[src/rtl/nec_frame_tx.sv]
module nec_frame_tx #(
  parameter int DIV_W    = 8,
  parameter int FIELD_W  = 16,
  parameter int DUR_W    = 12,
  parameter int HDR_ON   = 900,
  parameter int HDR_OFF  = 450,
  parameter int SYM_ON   = 56,
  parameter int ONE_OFF  = 169,
  parameter int ZERO_OFF = 56,
  parameter int TRL_ON   = 56,
  parameter int CAR_HALF = 1645
) (
  input  logic               clk,
  input  logic               rst_n,
  input  logic               in_valid,
  output logic               in_ready,
  input  logic [FIELD_W-1:0] in_addr,
  input  logic [FIELD_W-1:0] in_cmd,
  input  logic               addr8_mode,
  input  logic               carrier_en,
  input  logic [DIV_W-1:0]   cfg_div,
  input  logic               stop,
  output logic               line_out,
  output logic               busy,
  output logic               done,
  output logic               aborted,
  output logic               cfg_err
);
  localparam int NBITS = 2 * FIELD_W;
  localparam int IW    = $clog2(NBITS);
  localparam int HALF  = FIELD_W / 2;
  localparam int CARW  = $clog2(CAR_HALF + 1);

  typedef enum logic [2:0] {S_IDLE, S_HON, S_HOFF, S_BON, S_BOFF, S_TRL} state_t;

  state_t             state;
  logic [DIV_W-1:0]   pre, div_q;
  logic [DUR_W-1:0]   dur;
  logic [IW-1:0]      idx;
  logic [NBITS-1:0]   shreg;
  logic               car_on_q, car;
  logic [CARW-1:0]    car_cnt;

  wire                tick    = (pre == '0);
  wire                accept  = in_valid && in_ready;
  wire [FIELD_W-1:0]  addr_f  = addr8_mode ? {~in_addr[HALF-1:0], in_addr[HALF-1:0]} : in_addr;
  wire [DUR_W-1:0]    off_len = shreg[0] ? DUR_W'(ONE_OFF - 1) : DUR_W'(ZERO_OFF - 1);
  wire                act     = (state == S_HON) || (state == S_BON) || (state == S_TRL);

  assign busy     = (state != S_IDLE);
  assign cfg_err  = (cfg_div == '0);
  assign in_ready = !busy && !cfg_err;
  assign line_out = act && (!car_on_q || car);

  always_ff @(posedge clk or negedge rst_n) begin
    if (!rst_n) begin
      state    <= S_IDLE;
      pre      <= '0;
      div_q    <= '0;
      dur      <= '0;
      idx      <= '0;
      shreg    <= '0;
      car_on_q <= 1'b0;
      car      <= 1'b0;
      car_cnt  <= '0;
      done     <= 1'b0;
      aborted  <= 1'b0;
    end else begin
      done    <= 1'b0;
      aborted <= 1'b0;
      if (state == S_IDLE) begin
        if (accept) begin
          state    <= S_HON;
          dur      <= DUR_W'(HDR_ON - 1);
          pre      <= cfg_div - 1'b1;
          div_q    <= cfg_div;
          shreg    <= {in_cmd, addr_f};
          idx      <= '0;
          car      <= 1'b1;
          car_cnt  <= '0;
          car_on_q <= carrier_en;
        end
      end else if (stop) begin
        state   <= S_IDLE;
        done    <= 1'b1;
        aborted <= 1'b1;
      end else begin
        if (car_cnt == CARW'(CAR_HALF - 1)) begin
          car_cnt <= '0;
          car     <= ~car;
        end else begin
          car_cnt <= car_cnt + 1'b1;
        end
        pre <= tick ? div_q - 1'b1 : pre - 1'b1;
        if (tick) begin
          if (dur != '0) begin
            dur <= dur - 1'b1;
          end else begin
            case (state)
              S_HON: begin
                state <= S_HOFF;
                dur   <= DUR_W'(HDR_OFF - 1);
              end
              S_HOFF: begin
                state <= S_BON;
                dur   <= DUR_W'(SYM_ON - 1);
              end
              S_BON: begin
                state <= S_BOFF;
                dur   <= off_len;
              end
              S_BOFF: begin
                if (idx == IW'(NBITS - 1)) begin
                  state <= S_TRL;
                  dur   <= DUR_W'(TRL_ON - 1);
                end else begin
                  state <= S_BON;
                  dur   <= DUR_W'(SYM_ON - 1);
                  idx   <= idx + 1'b1;
                  shreg <= shreg >> 1;
                end
              end
              S_TRL: begin
                state <= S_IDLE;
                done  <= 1'b1;
              end
              default: state <= S_IDLE;
            endcase
          end
        end
      end
    end
  end
endmodule

[config.mk]
export PLATFORM = sky130hd
export DESIGN_NAME = nec_frame_tx
export DESIGN_NICKNAME = d
export VERILOG_FILES = /design/src/rtl/nec_frame_tx.sv
export SDC_FILE = /design/constraint.sdc
export NUM_CORES = 1
export LEC_CHECK = 0
export BUFFER_PORTS_ARGS = -buffer_cell sky130_fd_sc_hd__buf_2
export CORE_MARGIN = 4
export CORE_UTILIZATION = 36
export DETAILED_ROUTE_END_ITERATION = 8
export PLACE_DENSITY_LB_ADDON = 0.12
export SETUP_SLACK_MARGIN = 0.1
export SLEW_MARGIN = 20
export SYNTH_ARGS = -nofsm -noshare
export SYNTH_HDL_FRONTEND = slang
export SYNTH_SLANG_ARGS = --single-unit
[constraint.sdc]
create_clock -name clk -period 2.95 [get_ports clk]
set_clock_uncertainty 0.1 [all_clocks]
set_input_delay 0.1475 -clock clk [delete_from_list [all_inputs] [get_ports clk]]
set_output_delay 0.1475 -clock clk [all_outputs]
set_load 0.05 [all_outputs]
-- Yosys cells after proc, flatten, opt, wreduce, memory -nomap -nowiden
Index checks and enable logic that the tools add are counted.
- register bits: 83
- output and inout port bits: 6
- word-level logic and storage cells: 105
- add/sub/neg operators: 6
- eq/ne operators: 12
- muxes and demuxes: 48
- bitwise operators: 2
- reduce and logical (&&, ||, !) cells: 26
- operator list (kind ; number):
    32-bit two-way mux ; 7
    12-bit two-way mux ; 5
    11-bit two-way mux ; 4
    8-bit two-way mux ; 5
    12-bit one-hot mux with 3 select lines ; 1
    5-bit two-way mux ; 7
    8-bit by 1-bit subtractor with 8-bit output, second input constant ; 3
    3-bit two-way mux ; 6
    8-bit logical NOT ; 2
    16-bit two-way mux ; 1
    3-bit one-hot mux with 4 select lines ; 1
    12-bit nonzero test ; 1
    12-bit by 1-bit subtractor with 12-bit output, second input constant ; 1
    11-bit by 1-bit adder with 11-bit output, second input constant ; 1
    11-bit == test, second input constant ; 1
    1-bit two-way mux ; 11
    8-bit NOT ; 1
    3-bit by 2-bit == test with 1-bit output, second input constant ; 2
    3-bit == test, second input constant ; 2
    2-bit != test, second input constant ; 3
    3-bit AND reduction ; 2
    6-bit AND reduction ; 1
    2-bit nonzero test ; 3
    3-bit nonzero test ; 2
    14 further kinds ; 21

-- Depth between registers and ports, before layout
Gate-level depths: netlist of run 1.
- word-level depth: 7
- mapped depth: 9
- gate-level depth less buffers: 8

-- Worst setup path before layout of run 1
Ideal clock, no wire load.
- path kind: register to output
- start: reg state[2]
- end: out in_ready
- arrival time: 2.232 ns
- slack: 0.470 ns
- stages on the path, launching flop included: 6
- path through: dfrtp_1 -> nor3_4 -> inv_1 -> clkbuf_1 -> clkbuf_1 -> nor2_1
- word-level cells in the longest chain between the ends: 3
- RTL lines (what ; RTL line ; RTL):
    start, declared ; 36 ; state_t state;
    start signal, assigned ; 57 ; state <= S_IDLE;
    start signal, assigned ; 73 ; state <= S_HON;
    start signal, assigned ; 84 ; state <= S_IDLE;
    3-bit nonzero test ; 50 ; assign busy = (state != S_IDLE);
    named net busy ; 24 ; output logic busy,
    1-bit logical NOT ; 52 ; assign in_ready = !busy && !cfg_err;
    1-bit logical AND ; 52 ;
    end, declared ; 16 ; output logic in_ready,
The timed path passes the listed nets, and every way through them passes these cells.

-- Final worst setup path of run 1
- start: in cfg_div[3]
- end: reg shreg[26]
- word-level cells in the longest chain between the ends: 6
- RTL lines (what ; RTL line ; RTL):
    start, declared ; 21 ; input logic [DIV_W-1:0] cfg_div,
    8-bit logical NOT ; 51 ; assign cfg_err = (cfg_div == '0);
    1-bit logical NOT ; 52 ;
    1-bit logical AND ; 52 ;
    1-bit logical AND ; 45 ; wire accept = in_valid && in_ready;
    2-bit != test (no line) ; -- ;
    6-bit AND reduction (no line) ; -- ;
    end signal, assigned ; 77 ; shreg <= {in_cmd, addr_f};
    end signal, assigned ; 120 ; shreg <= shreg >> 1;
    end, declared ; 40 ; logic [NBITS-1:0] shreg;
No other way between the ends.
A chain may end at the register's enable or synchronous reset.

==> results of run 1 <==
[per-stage QoR]
stage	hold slack (ns)	total power, mW
after floorplan	-0.248	3.53
after global placement	0.187	4.02
after detailed placement	0.180	4.05
after CTS	0.00894	5.25
after global routing	0.0304	5.57
final	0.0169	5.20
[registers in the layout, summed over array words and instances (netlist names)]
name	cells
car_cnt	11
aborted	1
shreg	32
car	1
state	3
done	1
idx	5
pre	8
car_on_q	1
div_q	8
dur	12
[worst paths after layout]
path / startpoint / endpoint / depth (start not counted)
max: cfg_div[3] / shreg[26]$_DFFE_PN0P_ / 9
min: in_cmd[7] / shreg[23]$_DFFE_PN0P_ / 4
max reg2reg: pre[6]$_DFFE_PN0P_ / dur[0]$_DFFE_PN0P_ / 5
min reg2reg: shreg[31]$_DFFE_PN0P_ / shreg[31]$_DFFE_PN0P_ / 1
max in group asynchronous: rst_n / shreg[27]$_DFFE_PN0P_ / 3
min in group asynchronous: rst_n / dur[3]$_DFFE_PN0P_ / 2
[worst register-to-register path, stage by stage (launching register included)]
cell	delay, ns
dfrtp_1	0.45
nor4_4	0.56
and2_1	0.29
a21bo_2	0.32
and2_1	0.37
mux2_2	0.38
[synth_stat cells (5+ instances only)]
cell type  count  share of area, %
nand4_1        7              0.89
mux2_4        27               8.2
mux2i_1       14               2.8
nand2b_1      13               1.6
nand2_1       94               7.1
o21ai_0       39               4.0
mux2_2        15               3.4
dfrtp_1       83                42
o31ai_1        5              0.76
a31oi_1       12               1.5
clkbuf_1      14               1.1
nand3_1       17               1.7
ha_1           7               1.8
a21oi_1       12               1.2
buf_2          5              0.51
inv_1         24               1.8
nor2_1        28               2.1
[metal layers]
metal  routed length (µm)  part of all wire, %
met2                 5800                   48
met3                  547                  4.6
met4                   72                 0.60
met5                    0                    0
met1                 5550                   46
[power by group through the flow]
stage,Sequential [mW],Combinational [mW],Clock [mW]
3_3_place_gp,1.88,2.14,0
2_1_floorplan,1.81,1.72,0
3_5_place_dp,1.88,2.17,0
6_report,1.86,2.18,1.15
4_1_cts,1.86,2.20,1.19
5_1_grt,1.92,2.41,1.24
[repair_timing]
item                                    in CTS  in global routing
endpoints found under the setup margin       0                 31
hold buffers                                12                  0
resized for setup                            0                  1
endpoints found under the hold margin       67                  0
[logic make-up after synthesis]
group	after synthesis	synth area share (%)
AO/OA/AOI/OAI	115	16.0
XOR/XNOR	2	0.355
adder cells (fa/ha/maj)	8	1.98
buffers and inverters	52	4.64
flip-flops	83	42.1
multiplexers	56	14.5
AND/OR/NAND/NOR	198	20.5
[cell usage in the layout, fill, tap and decap left out, types with 4 or more instances in the layout]
master,count
nand2_1,94
o211ai_1,4
nor2b_1,4
a211o_1,4
mux2_4,27
nand2b_1,13
dlygate4sd3_1,12
buf_4,19
mux2i_1,14
nor4b_1,4
o21ai_0,39
mux2_2,15
a311o_1,4
ha_1,7
a31oi_1,12
and3_1,4
buf_2,50
nand3_1,17
nor2_1,28
inv_1,23
dfrtp_1,83
a21oi_1,12
o31ai_1,5
clkbuf_16,9
nand4_1,7
[cell type report]
cell class                 instances  area share (%)
inverter                          24            1.54
clock buffer                       9            3.85
sequential                        83            35.5
clock inverter                     7            1.35
multi-input combinational        379            45.1
tap                              176            3.76
timing repair buffer              82            8.96
==> results.ini, run 1 <==
[global_route]
grt_start_max_net_pins=59
grtUsageTotal_pct=15.7
met3_usage_pct=4.39
grt_pass1_wl_mm=20.2
grt_overflow=0
gr-usage-met2_pct=25.4
met1_usage_pct=20.8
grt_pass1_vias=4011
antenna_found_initial=0
grt_most_used_layer=met2

[worst_setup_path]
critPathMaxFanout=35
slowest_stage=dlygate4sd3_1
crit_arrival_ns=2.80
startpoint_type=primary input
critical_path.max_stage_delay_ns=0.53
path_class=primary input to register
r2r_slack_ns=0.36
cp_top_family=buffers and inverters
path_cells=dlygate4sd3_1 -> buf_2 -> or4_1 -> o211ai_1 -> buf_4 -> nand2_4 -> nand3_4 -> buf_6 -> mux2_2
endpoint_kind=register
crit_buf_inv=4
required_ns=3.08

[drt]
drt_iter0_drc=285
wirelength_mm=12.0
first_pass_iters=6
drc=0
routed_via_density=5.24
vias=3984
wl_per_cell_um=15.8
antenna_left=0

[place]
place_area_um2=5430
place_congestion=0.828
port_buffers=51
dpl.hpwl_mm=8.24
place_ws_ns=0.170
post-place-cells=732

[hold_path]
hold_path.class=primary input to register

[die]
ios=52
dieWidth_um=125
initial_core_util_pct=37.0
core_area_um2=13300
die_area_um2=15600
placementRows=42
fp.dieH_um=125

[clocking]
insertion_delay_ns=0.35
h-tree-depth=3
clkSinkCount=83
cts_root_buffer=clkbuf_16
clk_path_buf_depth=2
clk_pin_slew_ns=0.07
cts_buffers=9
tritoncts=built
cts_setup_buffers=0

[synthesis]
synth_fp_nets=567
synth.distinct_cells=66
ys.warnings.count=0
postSynthAreaPerCell_um2=9.60
synth-main-ff-cell=dfrtp_1
syn_area_um2=4940
synth_edf_count=0
synth-seq-cells=83
yosysSeqAreaShare_pct=42.1
syn_inst=514
synthArstFlopShare_pct=100

[power]
p_clk_share_pct=22.2
internal_power_mw=3.23
swShare_pct=37.8
pwr-share-comb_pct=41.9
peakVddDrop_mv=0.488
seq_power_share_pct=35.9
p_per_area_nw_per_um2=888
leakage_nw=2.71
power.switching_mw=1.96

[cells_and_area]
antenna_cells=0
utilization_pct=43.9
multi_input_area_um2=2640
regArea_um2=2080
final_area_um2=5850
synthToLayoutAreaGrowth_pct=18.6
stdcell_count=760
fin_nets=632
drive_above_1_share_pct=25.0
fillers=1338

[sta]
maxSlewHeadroom_pct=49.7
fmax_mhz=374
setup_viol=0
rsz0062_at_grt=no
timing.final.ws_setup_ns=0.274
worstMarginPinSlew_ns=0.755
fin_setup_tns_ns=0
drv_slew=0
finalHoldViolCount=0
fin_crit_sh_pct=90.7
finalCriticalPeriod_ns=2.68

[run_status]
outcome=completed

[run]
maxCapViolCount=0

(Power assumes the default switching activity.)
==> inputs of run 2 (changes only) <==
--- a/config.mk
+++ b/config.mk
@@ -10,6 +10,7 @@
 export CORE_UTILIZATION = 36
 export DETAILED_ROUTE_END_ITERATION = 8
 export PLACE_DENSITY_LB_ADDON = 0.12
+export RECOVER_POWER = 25
 export SETUP_SLACK_MARGIN = 0.1
 export SLEW_MARGIN = 20
 export SYNTH_ARGS = -nofsm -noshare
==> run 2 against run 1 <==
  * Sequential cell count stayed put
  * Register-to-register slack hardly changed
  * Sequential power hardly changed
  * Count of clock-buffer cells in the layout stayed put
  * Clock power hardly changed
  * Setup slack worse by 0.00062 ns
  * Critical path depth stayed put
  * Critical path type unchanged
  * Highest routed layer unchanged
==> results.ini, run 2 (same netlist as run 1, synthesis figures left out) <==
[global_route]
grt_overflow=0
grt_start_max_net_pins=59
grtUsageTotal_pct=15.7
grt_pass1_wl_mm=20.2
antenna_found_initial=0
grt_pass1_vias=4011

[cells_and_area]
antenna_cells=0
synthToLayoutAreaGrowth_pct=18.5
regArea_um2=2080
fin_nets=632
final_cell_mix=94 x nand2_1, 83 x dfrtp_1, 50 x buf_2
largest_register=shreg
multi_input_area_um2=2640
utilization_pct=43.8
top_regs=shreg: 32 flops, dur: 12 flops, car_cnt: 11 flops
drive_above_1_share_pct=25.0
fillers=1339
layout_commonest_cell=nand2_1
largest_reg_flops=32

[worst_setup_path]
rr_worst_depth=5
required_ns=3.08
path_class=primary input to register
critPathMaxFanout=35
r2r_slack_ns=0.37
crit_arrival_ns=2.80
startpoint_type=primary input
r2r_end=dur[0]$_DFFE_PN0P_
endpoint_kind=register
r2r_start=pre[6]$_DFFE_PN0P_

[sta]
setup_viol=0
fin_setup_tns_ns=0
hold-worst-slack_ns=0.0169
fmax_mhz=374
worstMarginPinSlew_ns=1.47
drv_slew=0
finalHoldViolCount=0
finalCriticalPeriod_ns=2.68
rsz0062_at_grt=no
fin_crit_sh_pct=90.7
maxSlewHeadroom_pct=1.82

[clocking]
h-tree-depth=3
insertion_delay_ns=0.35
tritoncts=built
cts_buffers=9
clk_pin_slew_ns=0.07
clk_path_buf_depth=2
clkSinkCount=83
cts_root_buffer=clkbuf_16

[power]
p_per_area_nw_per_um2=888
total_power_mw=5.20
leakage_nw=2.71
peakVddDrop_mv=0.488

[drt]
wl_per_cell_um=15.8
first_pass_iters=5
antenna_left=0
vias=3984
drc=0
routed_via_density=5.24
wirelength_mm=12.0
drt_iter0_drc=285

[hold_path]
hold_path_depth=4
worstHoldStart=in_cmd[7]
hold_end=shreg[23]$_DFFE_PN0P_
hold_path.class=primary input to register

[place]
place_congestion=0.828
dpl.hpwl_mm=8.24
port_buffers=51

[die]
initial_core_util_pct=37.0
dieWidth_um=125
fp.dieH_um=125
core_area_um2=13300
ios=52
placementRows=42
die_area_um2=15600

[run]
maxCapViolCount=0

[run_status]
outcome=completed

-- run 2: final cells by class --
cell class	count	share of cell area [%]
Multi-Input combinational cell	379	45.1
Inverter	24	1.54
Timing Repair Buffer	82	8.92
Sequential cell	83	35.5
Tap cell	176	3.76
Clock inverter	7	1.35
Clock buffer	9	3.85
-- run 2: what timing repair did --
item | 4_1_cts | 5_1_grt
hold endpoints to repair | 67 | 0
resized for setup | 0 | 1
hold buffers | 12 | 0
endpoints found under the setup margin | 0 | 31
buffers inserted | 0 | 0
-- run 2: metrics by stage --
step	setup WS [ns]	cell area [µm²]	cells
after CTS	0.123	5850	760
after global routing	0.175	5850	760
after detailed placement	0.170	5430	732
after floorplan	0.470	4940	514
final	0.273	5850	760
after global placement	0.242	5430	732
-- run 2: worst max-delay path, stage by stage --
cell and delay (ns):
dlygate4sd3_1 0.53, buf_2 0.13, or4_1 0.47, o211ai_1 0.25, buf_4 0.21, nand2_4 0.15
nand3_4 0.13, buf_6 0.38, mux2_2 0.39
-- run 2: worst max path at each step --
stage | from | end | slack (ns) | depth (start not counted)
2_1_floorplan | state[2]$_DFFE_PN0P_ | in_ready | 0.47 | 5
3_3_place_gp | cfg_div[2] | shreg[22]$_DFFE_PN0P_ | 0.24 | 8
3_5_place_dp | cfg_div[2] | shreg[24]$_DFFE_PN0P_ | 0.17 | 8
4_1_cts | cfg_div[3] | shreg[24]$_DFFE_PN0P_ | 0.12 | 9
5_1_grt | cfg_div[3] | shreg[24]$_DFFE_PN0P_ | 0.18 | 9
6_report | cfg_div[3] | shreg[26]$_DFFE_PN0P_ | 0.27 | 9
-- run 2: per-layer routing --
metal	wire, µm	up-vias	track usage, %
met1	5580	1939	20.8
li1	-	1967	-
met4	72	0	3.95
met2	5800	73	25.4
met5	0	-	0
met3	531	5	4.39
-- run 2: where the power goes --
| part | internal [mW] | switching [mW] |
|---|---|---|
| Clock | 0.660 | 0.495 |
| Combinational | 1.03 | 1.14 |
| Sequential | 1.54 | 0.327 |
